`config.mk`:
```
export PLATFORM = sky130hd
export DESIGN_NAME = nvm_wrctl
export DESIGN_NICKNAME = d
export VERILOG_FILES = /design/src/rtl/nvm_wrctl_pkg.sv /design/src/rtl/nvm_addr_data.sv /design/src/rtl/nvm_ctrl.sv /design/src/rtl/nvm_array_stub.sv /design/src/rtl/nvm_wrctl.sv
export SDC_FILE = /design/constraint.sdc
export NUM_CORES = 1
export LEC_CHECK = 0
export ABC_AREA = 1
export BUFFER_PORTS_ARGS = -buffer_cell sky130_fd_sc_hd__buf_2
export CAP_MARGIN = 10
export CELL_PAD_IN_SITES_DETAIL_PLACEMENT = 0
export CELL_PAD_IN_SITES_GLOBAL_PLACEMENT = 1
export CORE_UTILIZATION = 38
export CTS_CLUSTER_DIAMETER = 30
export DETAILED_ROUTE_END_ITERATION = 8
export GPL_ROUTABILITY_DRIVEN = 0
export GPL_TIMING_DRIVEN = 0
export PLACE_DENSITY_LB_ADDON = 0.1
export SLEW_MARGIN = 20
export SYNTH_ARGS = -nofsm -noshare
export SYNTH_HDL_FRONTEND = slang
export SYNTH_SLANG_ARGS = --single-unit
```
`constraint.sdc`:
```
create_clock -name clk -period 1.9 [get_ports clk]
set_input_delay 0.57 -clock clk [delete_from_list [all_inputs] [get_ports clk]]
set_output_delay 0.57 -clock clk [all_outputs]
set_load 0.05 [all_outputs]
```
`src/rtl/nvm_wrctl_pkg.sv`:
```
package nvm_wrctl_pkg;

  typedef enum logic [1:0] {
    SPACE_DATA = 2'd0,
    SPACE_PROG = 2'd1,
    SPACE_CFG  = 2'd2
  } nvm_space_e;

  localparam int REG_AW = 3;

  localparam logic [REG_AW-1:0] RA_CTRL    = 3'd0;
  localparam logic [REG_AW-1:0] RA_UNLOCK  = 3'd1;
  localparam logic [REG_AW-1:0] RA_ADDR_LO = 3'd2;
  localparam logic [REG_AW-1:0] RA_ADDR_HI = 3'd3;
  localparam logic [REG_AW-1:0] RA_DATA    = 3'd4;

  localparam int CB_START = 0;
  localparam int CB_WREN  = 1;
  localparam int CB_ERASE = 2;
  localparam int CB_CFG   = 3;
  localparam int CB_PROG  = 4;
  localparam int CB_ERR   = 5;
  localparam int CB_FLAG  = 6;

  // configuration select wins over the memory-type select
  function automatic nvm_space_e pick_space(input logic cfg, input logic prog);
    if (cfg)       return SPACE_CFG;
    else if (prog) return SPACE_PROG;
    else           return SPACE_DATA;
  endfunction

endpackage

```
`src/rtl/nvm_addr_data.sv`:
```
module nvm_addr_data
  import nvm_wrctl_pkg::*;
#(
  parameter int ADDR_W = 16,
  parameter int DATA_W = 8
) (
  input  logic              clk,
  input  logic              rst,
  input  logic              rst_warm,
  input  logic              we,
  input  logic [REG_AW-1:0] waddr,
  input  logic [7:0]        wdata,
  output logic [15:0]       addr_o,
  output logic [DATA_W-1:0] data_o
);

  localparam logic [15:0] AMASK = 16'((32'h1 << ADDR_W) - 1);

  logic [7:0]        addr_b [2];
  logic [DATA_W-1:0] data_q;

  for (genvar b = 0; b < 2; b++) begin : g_abyte
    localparam logic [REG_AW-1:0] MY_RA = (b == 0) ? RA_ADDR_LO : RA_ADDR_HI;
    always_ff @(posedge clk) begin
      if (rst || rst_warm) begin
        addr_b[b] <= '0;
      end else if (we && waddr == MY_RA) begin
        addr_b[b] <= wdata & AMASK[b*8 +: 8];
      end
    end
  end

  always_ff @(posedge clk) begin
    if (rst || rst_warm) begin
      data_q <= '0;
    end else if (we && waddr == RA_DATA) begin
      data_q <= wdata[DATA_W-1:0];
    end
  end

  assign addr_o = {addr_b[1], addr_b[0]};
  assign data_o = data_q;

  a_r10_addr_cleared: assert property (@(posedge clk) disable iff (rst)
    rst_warm |=> (addr_o == 16'h0) && (data_o == '0));

endmodule

```
`src/rtl/nvm_ctrl.sv`:
```
module nvm_ctrl
  import nvm_wrctl_pkg::*;
#(
  parameter logic [7:0] KEY = 8'hA5
) (
  input  logic              clk,
  input  logic              rst,
  input  logic              rst_warm,
  input  logic              we,
  input  logic [REG_AW-1:0] waddr,
  input  logic [7:0]        wdata,
  input  logic              done_i,
  output logic [7:0]        ctrl_o,
  output logic              busy_o,
  output logic              launch_o,
  output nvm_space_e        op_space_o,
  output logic              op_erase_o,
  output logic              irq_o
);

  logic busy_q, wren_q, erase_q, cfg_q, prog_q, err_q, flag_q, armed_q, launch_q;
  logic op_erase_q;
  nvm_space_e op_space_q;

  logic wr_ctrl, wr_key, start_ok;

  assign wr_ctrl  = we && (waddr == RA_CTRL);
  assign wr_key   = we && (waddr == RA_UNLOCK) && (wdata == KEY);
  assign start_ok = wr_ctrl && wdata[CB_START] && !busy_q && wren_q && armed_q;

  always_ff @(posedge clk) begin
    if (rst) begin
      busy_q     <= 1'b0;
      wren_q     <= 1'b0;
      erase_q    <= 1'b0;
      cfg_q      <= 1'b0;
      prog_q     <= 1'b0;
      err_q      <= 1'b0;
      flag_q     <= 1'b0;
      armed_q    <= 1'b0;
      launch_q   <= 1'b0;
      op_erase_q <= 1'b0;
      op_space_q <= SPACE_DATA;
    end else if (rst_warm) begin
      busy_q     <= 1'b0;
      wren_q     <= 1'b0;
      erase_q    <= 1'b0;
      cfg_q      <= 1'b0;
      prog_q     <= 1'b0;
      armed_q    <= 1'b0;
      launch_q   <= 1'b0;
      op_erase_q <= 1'b0;
      op_space_q <= SPACE_DATA;
      err_q      <= err_q | (busy_q & ~done_i);
      flag_q     <= flag_q | done_i;
    end else begin
      launch_q <= start_ok;
      if (wr_ctrl) begin
        wren_q  <= wdata[CB_WREN];
        erase_q <= wdata[CB_ERASE];
        cfg_q   <= wdata[CB_CFG];
        prog_q  <= wdata[CB_PROG];
      end
      if (wr_key)  armed_q <= 1'b1;
      else if (we) armed_q <= 1'b0;
      if (done_i)        busy_q <= 1'b0;
      else if (start_ok) busy_q <= 1'b1;
      if (start_ok) begin
        op_space_q <= pick_space(wdata[CB_CFG], wdata[CB_PROG]);
        op_erase_q <= wdata[CB_ERASE];
      end
      if (done_i)                           flag_q <= 1'b1;
      else if (wr_ctrl && !wdata[CB_FLAG])  flag_q <= 1'b0;
      if (wr_ctrl && !wdata[CB_ERR])        err_q  <= 1'b0;
    end
  end

  assign ctrl_o     = {1'b0, flag_q, err_q, prog_q, cfg_q, erase_q, wren_q, busy_q};
  assign busy_o     = busy_q;
  assign launch_o   = launch_q;
  assign op_space_o = op_space_q;
  assign op_erase_o = op_erase_q;
  assign irq_o      = flag_q;

  a_r5_start_gated: assert property (@(posedge clk) disable iff (rst)
    $rose(busy_q) |-> ($past(wren_q) && $past(armed_q)));

  a_r6_busy_sticky: assert property (@(posedge clk) disable iff (rst)
    (busy_q && !done_i && !rst_warm) |=> busy_q);

  a_r7_done_completes: assert property (@(posedge clk) disable iff (rst)
    done_i |=> (!busy_q && flag_q));

  a_r8_flag_sticky: assert property (@(posedge clk) disable iff (rst)
    (flag_q && !(we && waddr == RA_CTRL && !wdata[CB_FLAG])) |=> flag_q);

  a_r10_abort_err: assert property (@(posedge clk) disable iff (rst)
    (rst_warm && busy_q && !done_i) |=> err_q);

  a_r11_err_survives: assert property (@(posedge clk) disable iff (rst)
    (err_q && !(we && waddr == RA_CTRL && !wdata[CB_ERR])) |=> err_q);

endmodule

```
`src/rtl/nvm_array_stub.sv`:
```
module nvm_array_stub #(
  parameter int WR_LAT = 6,
  parameter int ER_LAT = 10
) (
  input  logic clk,
  input  logic rst,
  input  logic abort,
  input  logic launch_i,
  input  logic erase_i,
  output logic done_o
);

  localparam int MAXLAT = (ER_LAT > WR_LAT) ? ER_LAT : WR_LAT;
  localparam int CW     = $clog2(MAXLAT + 1);

  logic [CW-1:0] cnt_q;
  logic          active_q;
  logic          done_q;

  always_ff @(posedge clk) begin
    if (rst || abort) begin
      cnt_q    <= '0;
      active_q <= 1'b0;
      done_q   <= 1'b0;
    end else begin
      done_q <= 1'b0;
      if (launch_i) begin
        active_q <= 1'b1;
        cnt_q    <= erase_i ? CW'(ER_LAT) : CW'(WR_LAT);
      end else if (active_q) begin
        cnt_q <= cnt_q - 1'b1;
        if (cnt_q == CW'(1)) begin
          done_q   <= 1'b1;
          active_q <= 1'b0;
        end
      end
    end
  end

  assign done_o = done_q;

  a_r7_done_single: assert property (@(posedge clk) disable iff (rst)
    done_o |=> !done_o);

  a_r10_no_done_after_abort: assert property (@(posedge clk) disable iff (rst)
    abort |=> !done_o);

endmodule

```
`src/rtl/nvm_wrctl.sv`:
```
module nvm_wrctl
  import nvm_wrctl_pkg::*;
#(
  parameter int         ADDR_W = 16,
  parameter int         WR_LAT = 6,
  parameter int         ER_LAT = 10,
  parameter logic [7:0] KEY    = 8'hA5
) (
  input  logic        clk,
  input  logic        rst,
  input  logic        rst_warm,
  input  logic        reg_we,
  input  logic [2:0]  reg_addr,
  input  logic [7:0]  reg_wdata,
  output logic [7:0]  reg_rdata,
  output logic        busy,
  output logic        irq,
  output logic [1:0]  op_space,
  output logic        op_erase
);

  logic [7:0]  ctrl_w;
  logic [15:0] addr_w;
  logic [7:0]  data_w;
  logic        launch_w, done_w, busy_w, irq_w, erase_w;
  nvm_space_e  space_w;
  logic [7:0]  rdata_q;

  nvm_addr_data #(.ADDR_W(ADDR_W), .DATA_W(8)) u_regs (
    .clk(clk), .rst(rst), .rst_warm(rst_warm),
    .we(reg_we), .waddr(reg_addr), .wdata(reg_wdata),
    .addr_o(addr_w), .data_o(data_w)
  );

  nvm_ctrl #(.KEY(KEY)) u_ctrl (
    .clk(clk), .rst(rst), .rst_warm(rst_warm),
    .we(reg_we), .waddr(reg_addr), .wdata(reg_wdata),
    .done_i(done_w), .ctrl_o(ctrl_w), .busy_o(busy_w), .launch_o(launch_w),
    .op_space_o(space_w), .op_erase_o(erase_w), .irq_o(irq_w)
  );

  nvm_array_stub #(.WR_LAT(WR_LAT), .ER_LAT(ER_LAT)) u_array (
    .clk(clk), .rst(rst), .abort(rst_warm),
    .launch_i(launch_w), .erase_i(erase_w), .done_o(done_w)
  );

  always_ff @(posedge clk) begin
    if (rst) begin
      rdata_q <= '0;
    end else begin
      case (reg_addr)
        RA_CTRL:    rdata_q <= ctrl_w;
        RA_ADDR_LO: rdata_q <= addr_w[7:0];
        RA_ADDR_HI: rdata_q <= addr_w[15:8];
        RA_DATA:    rdata_q <= data_w;
        default:    rdata_q <= 8'h00;
      endcase
    end
  end

  assign reg_rdata = rdata_q;
  assign busy      = busy_w;
  assign irq       = irq_w;
  assign op_space  = space_w;
  assign op_erase  = erase_w;

  a_r2_unlock_zero: assert property (@(posedge clk) disable iff (rst)
    (reg_addr == RA_UNLOCK) |=> (reg_rdata == 8'h00));

endmodule

```
==> qor.txt, run 1 <==
status = finished clean
post-synthesis sequential area ratio = 55.7%
total grt overflow = 0
Tcrit/Tclk final = 95.0%
Mapped Area = 2090 sq um
final antenna-violating net count = 0
Sw Share = 24.5%
share of cells above drive strength 1 = 17.3%
Comb pwr share = 7.2%
Vias/cell = 4.66
CTS Root Cell = clkbuf_8
HP Class = flip-flop to flip-flop
clk buf depth = 2
DR vias = 1649
TritonCTS buffer count = 5
drt total wl = 4730 um
die height = 76.1 um
Final Max Tran Viols = 0
initial antenna violation count = 0
PostCTS Resize Cnt = 0
P per Cell Area = 786 nW/um^2
CTS tree = built
Rows = 26
yosys warns = 0
Seq pwr share = 60.5%
H-tree levels = 2
GRT Overall Usage = 18.2%
number of global-route vias before repair = 1542
Syn Inst Count = 250
DRC violation total after the first TritonRoute iteration = 73
effective utilization at floorplan = 40.1%
pre-CTS WS = -270 ps
# port buffers = 26
core area = 5200 sq um
endpoints failing setup = 0
Die Wd = 76.1 um
Max Freq = 554 MHz
# IOs = 28
critical path class = primary input to flip-flop
antenna cell count = 0
Max Cap Viol = 0
critical-path maximum fanout = 10
setup TNS after final layout = 0 ps
crit path time final = 1810 ps
cts-stage hold buffer count = 0
Layout Area Growth over Synthesis = 14.4%
WP data required = 1840 ps
Final Hold Vio Count = 0
Yosys cell types = 24
Worst-Margin Slew = 736 ps
later-pin clock latency in the skew report = 300 ps
sw power = 458 uW
Setup crit start kind = primary input
die area = 5790 sq um
flops & latches, synth = 50
Syn Nets = 267
worst setup skew after layout = 3.90 ps
leakage = 0.000990 uW
RSZ-0062 raised after global routing = false
total power = 1870 uW
Pint = 1420 uW
clock share of power = 32.4%
Peak VDD IR = 480 uV
fin nets = 300
Layout Utilization = 45.8%
CP arrival = 1750 ps
Sinks on Clock Net = 50
drt first pass iters = 6
Remaining DRCs = 0
WL/cell = 13.4 um
Post-DP HPWL = 3510 um
Worst-path clk slew = 80 ps
Critical Path End Type = flip-flop
largest net degree at the start of global routing = 16
final worst slack = 95.0 ps
Worst slew margin = 50.6%
syn avg cell area = 8.34 sq um
first-pass GRT wire length = 7890 um
postcts setup bufs = 0
-- Yosys cell counts --
| master | number | area [sq um] |
|---|---|---|
| nor3_1 | 5 | 25.0 |
| nand2_1 | 45 | 169 |
| nand2_2 | 2 | 12.5 |
| clkbuf_1 | 1 | 3.75 |
| nor2_4 | 1 | 11.3 |
| nor2_1 | 42 | 158 |
| a31oi_1 | 2 | 12.5 |
| a21oi_1 | 21 | 105 |
| o21ai_1 | 2 | 10.0 |
| nand3_4 | 1 | 17.5 |
| nand3_1 | 8 | 40.0 |
| edfxtp_1 | 16 | 480 |
| xor2_1 | 1 | 8.76 |
| nor4_1 | 1 | 6.26 |
| ha_1 | 2 | 25.0 |
| dfxtp_1 | 34 | 681 |
| a221oi_1 | 1 | 8.76 |
| o21ai_0 | 24 | 120 |
| inv_1 | 29 | 109 |
| buf_4 | 1 | 7.51 |
| nor3_4 | 1 | 16.3 |
| nand3_2 | 3 | 30.0 |
| inv_2 | 5 | 18.8 |
| clkbuf_2 | 2 | 10.0 |
-- registers in the layout, indices dropped and copies added, names as in the netlist, 2 cells and up --
signal             count
u_ctrl.op_space_o      2
reg_rdata              8
u_regs.addr_b         16
u_array.cnt_q          4
u_regs.data_o          8
-- metrics by stage --
step	std cells	instance area, sq um	hold WS (ps)
3_3_place_gp	346	2300	435
4_1_cts	354	2390	453
5_1_grt	354	2390	468
3_5_place_dp	346	2300	440
6_report	354	2390	454
2_1_floorplan	250	2090	424
-- worst paths after layout --
kind | from | end | slack, ps | cells after the start
min reg2reg | u_regs.data_o[7] | u_regs.data_o[7] | 450 | 2
max reg2reg | u_ctrl.wren_q | u_ctrl.op_space_o[0] | 700 | 5
min | u_regs.data_o[7] | u_regs.data_o[7] | 450 | 2
max | rst_warm | u_regs.addr_b[1][4] | 90 | 6
-- metal layers --
layer	part of all wire, %	global-route usage (%)	vias to the layer above
met3	4.2	4.43	6
met1	49	24.4	734
met5	0	0	-
li1	-	-	881
met2	45	28.4	28
met4	1.5	6.92	0
-- layout make-up --
| cell class | instances | area [sq um] |
|---|---|---|
| Buffer | 4 | 21.3 |
| Clock buffer | 6 | 72.6 |
| Clock inverter | 2 | 10.0 |
| Fill cell | 548 | 2820 |
| Inverter | 34 | 128 |
| Multi-Input combinational cell | 162 | 776 |
| Sequential cell | 50 | 1160 |
| Tap cell | 70 | 87.6 |
| Timing Repair Buffer | 26 | 130 |
-- critical path, cell delays in order --
cell	delay [ps]
buf_2	100
inv_1	60
nand2_2	200
inv_2	160
clkbuf_2	220
o21ai_1	430
-- layout by cell type, fill, tap and decap left out, types with 2 or more instances in the layout --
master / instances
edfxtp_1: 16
clkinv_2: 2
buf_2: 26
dfxtp_1: 34
nand2_1: 45
clkbuf_1: 2
inv_2: 5
ha_1: 2
o21ai_0: 23
a31oi_1: 2
inv_1: 29
nand3_2: 3
nand2_2: 2
nand3_1: 8
clkbuf_8: 5
a21oi_1: 21
o21ai_1: 3
nor2_1: 42
clkbuf_2: 2
nor3_1: 5
-- cell families (layout without fill, tap and decap cells) --
family,after synthesis,after routing,synth area share [%]
AND/OR/NAND/NOR,109,109,23.3
flip-flops,50,50,55.7
buffers and inverters,38,72,7.14
XOR/XNOR,1,1,0.420
adder cells (fa/ha/maj),2,2,1.20
AO/OA/AOI/OAI,50,50,12.3
-- power groups by stage --
| stage | clock network (uW) | registers [uW] | logic (uW) |
|---|---|---|---|
| final | 607 | 1130 | 134 |
| after floorplan | 0 | 1170 | 66.5 |
| after global routing | 675 | 1140 | 149 |
| after detailed placement | 0 | 1160 | 136 |
| after global placement | 0 | 1160 | 136 |
| after CTS | 623 | 1130 | 136 |
Power figures use the tool's default switching activity.
==> run 2: changes to the inputs <==
- CELL_PAD_IN_SITES_DETAIL_PLACEMENT: 0 -> 1
- CELL_PAD_IN_SITES_GLOBAL_PLACEMENT: 1 -> 2
- CORE_UTILIZATION: 38 -> 30
- SLEW_MARGIN: 20 -> default
==> qor.txt, run 2 (synthesized netlist as in run 1, its figures left out) <==
critical-path maximum fanout = 10
CP arrival = 1620 ps
largest net degree at the start of global routing = 15
Worst-Margin Slew = 576 ps
Pint = 1560 uW
Peak VDD IR = 239 uV
leakage = 0.000998 uW
Top delay family on crit path = buffers and inverters
Post-DP HPWL = 3950 um
max reg flops = 16
TritonCTS buffer count = 5
Max Freq = 597 MHz
Comb pwr share = 6.9%
DR vias = 1694
HP Class = flip-flop to flip-flop
effective utilization at floorplan = 30.9%
Worst-path clk slew = 100 ps
Die Wd = 85.4 um
worst stage delay on the critical path = 270 ps
first-pass GRT wire length = 9430 um
fin nets = 300
WL/cell = 15.3 um
share of cells above drive strength 1 = 17.6%
# port buffers = 26
Final Max Tran Viols = 0
final antenna-violating net count = 0
clock share of power = 37.2%
Vias/cell = 4.65
crit path cell chain = buf_2 > inv_1 > nand2_2 > inv_2 > clkbuf_2 > o21ai_2
sw power = 475 uW
Max Cap Viol = 0
P per Cell Area = 836 nW/um^2
Tcrit/Tclk final = 88.2%
Rows = 30
Critical-path top delay cell = o21ai_2
Setup crit start kind = primary input
critical path class = primary input to flip-flop
Worst slew margin = 61.6%
die area = 7290 sq um
placed cell areas = 2320 sq um
Remaining DRCs = 0
Layout Area Growth over Synthesis = 16.4%
# fillers = 815
RSZ-0062 raised after global routing = false
CTS tree = built
Critical path buffers and inverters = 4
DRC violation total after the first TritonRoute iteration = 44
drt first pass iters = 4
Critical Path End Type = flip-flop
Biggest register = u_regs.addr_b
total grt overflow = 0
drt total wl = 5570 um
cts-stage hold buffer count = 0
GRT Overall Usage = 17.1%
status = finished clean
initial antenna violation count = 0
core area = 6760 sq um
final std cells w/o fill = 364
total power = 2030 uW
worst setup skew after layout = 6.23 ps
antenna cell count = 0
Layout Utilization = 35.9%
most frequent cells in the layout = nand2_1 (44), nor2_1 (42), dfxtp_1 (34), inv_1 (29), buf_2 (26)
clk buf depth = 2
crit path time final = 1680 ps
number of global-route vias before repair = 1788
Final Hold Vio Count = 0
worst hold slack = 452 ps
commonest non-fill, non-tap cell in the layout = nand2_1
endpoints failing setup = 0
CTS Root Cell = clkbuf_8
H-tree levels = 2
postcts setup bufs = 0
later-pin clock latency in the skew report = 300 ps
WP data required = 1840 ps
die height = 85.4 um
Sw Share = 23.4%
Design Area, Final = 2430 sq um
Sinks on Clock Net = 50
# IOs = 28
Seq pwr share = 55.9%
placed cell count = 356
run 2: path summary, 6_finish.rpt:
path / slack, ps / cells after the start / from / endpoint
setup / recovery: 220 / 6 / rst_warm / u_regs.addr_b[1][5]
hold / removal: 450 / 2 / u_regs.data_o[1] / u_regs.data_o[1]
setup reg to reg: 670 / 5 / u_ctrl.wren_q / u_ctrl.op_space_o[1]
hold reg to reg: 450 / 2 / u_regs.data_o[1] / u_regs.data_o[1]
run 2: cell type report:
| type | instances | area, sq um | area share (%) |
|---|---|---|---|
| sequential | 50 | 1160 | 47.8 |
| tap | 80 | 100 | 4.12 |
| clock buffer | 7 | 76.3 | 3.14 |
| inverter | 34 | 128 | 5.26 |
| clock inverter | 1 | 30.0 | 1.24 |
| timing repair buffer | 26 | 130 | 5.36 |
| buffer | 4 | 21.3 | 0.876 |
| multi-input combinational | 162 | 782 | 32.2 |
run 2: timing repair:
action | in CTS | in global routing
resized for setup | 1 | 1
endpoints found under the setup margin | 8 | 8
pin swaps | 0 | 0
run 2: layer usage:
layer	GRT usage [%]	vias up	share of wire [%]
li1	-	873	-
met1	22.2	796	48
met2	29.5	19	48
met3	3.50	6	2.3
met4	3.79	0	1.2
met5	0	-	0
run 2: tightest hold or removal path: cells and delay by family, from the launching register on:
family | cells | cell delay [ps]
AOI/OAI and AO/OA | 1 | 50
buffers and inverters | 1 | 50
DFF | 1 | 310
run 2: power by group through the flow:
stage	Sequential (uW)	Clock, uW	Combinational (uW)
2_1_floorplan	1170	0	66.5
3_3_place_gp	1160	0	142
3_5_place_dp	1160	0	142
4_1_cts	1130	786	144
5_1_grt	1140	824	157
6_report	1130	756	140
run 2: per-stage QoR:
stage / worst slack [ps] / setup TNS (ps)
global placement: -626 / -7220
global route: 105 / 0
finish: 224 / 0
CTS: 30.0 / 0
floorplan: 62.0 / 0
detailed placement: -416 / -5560
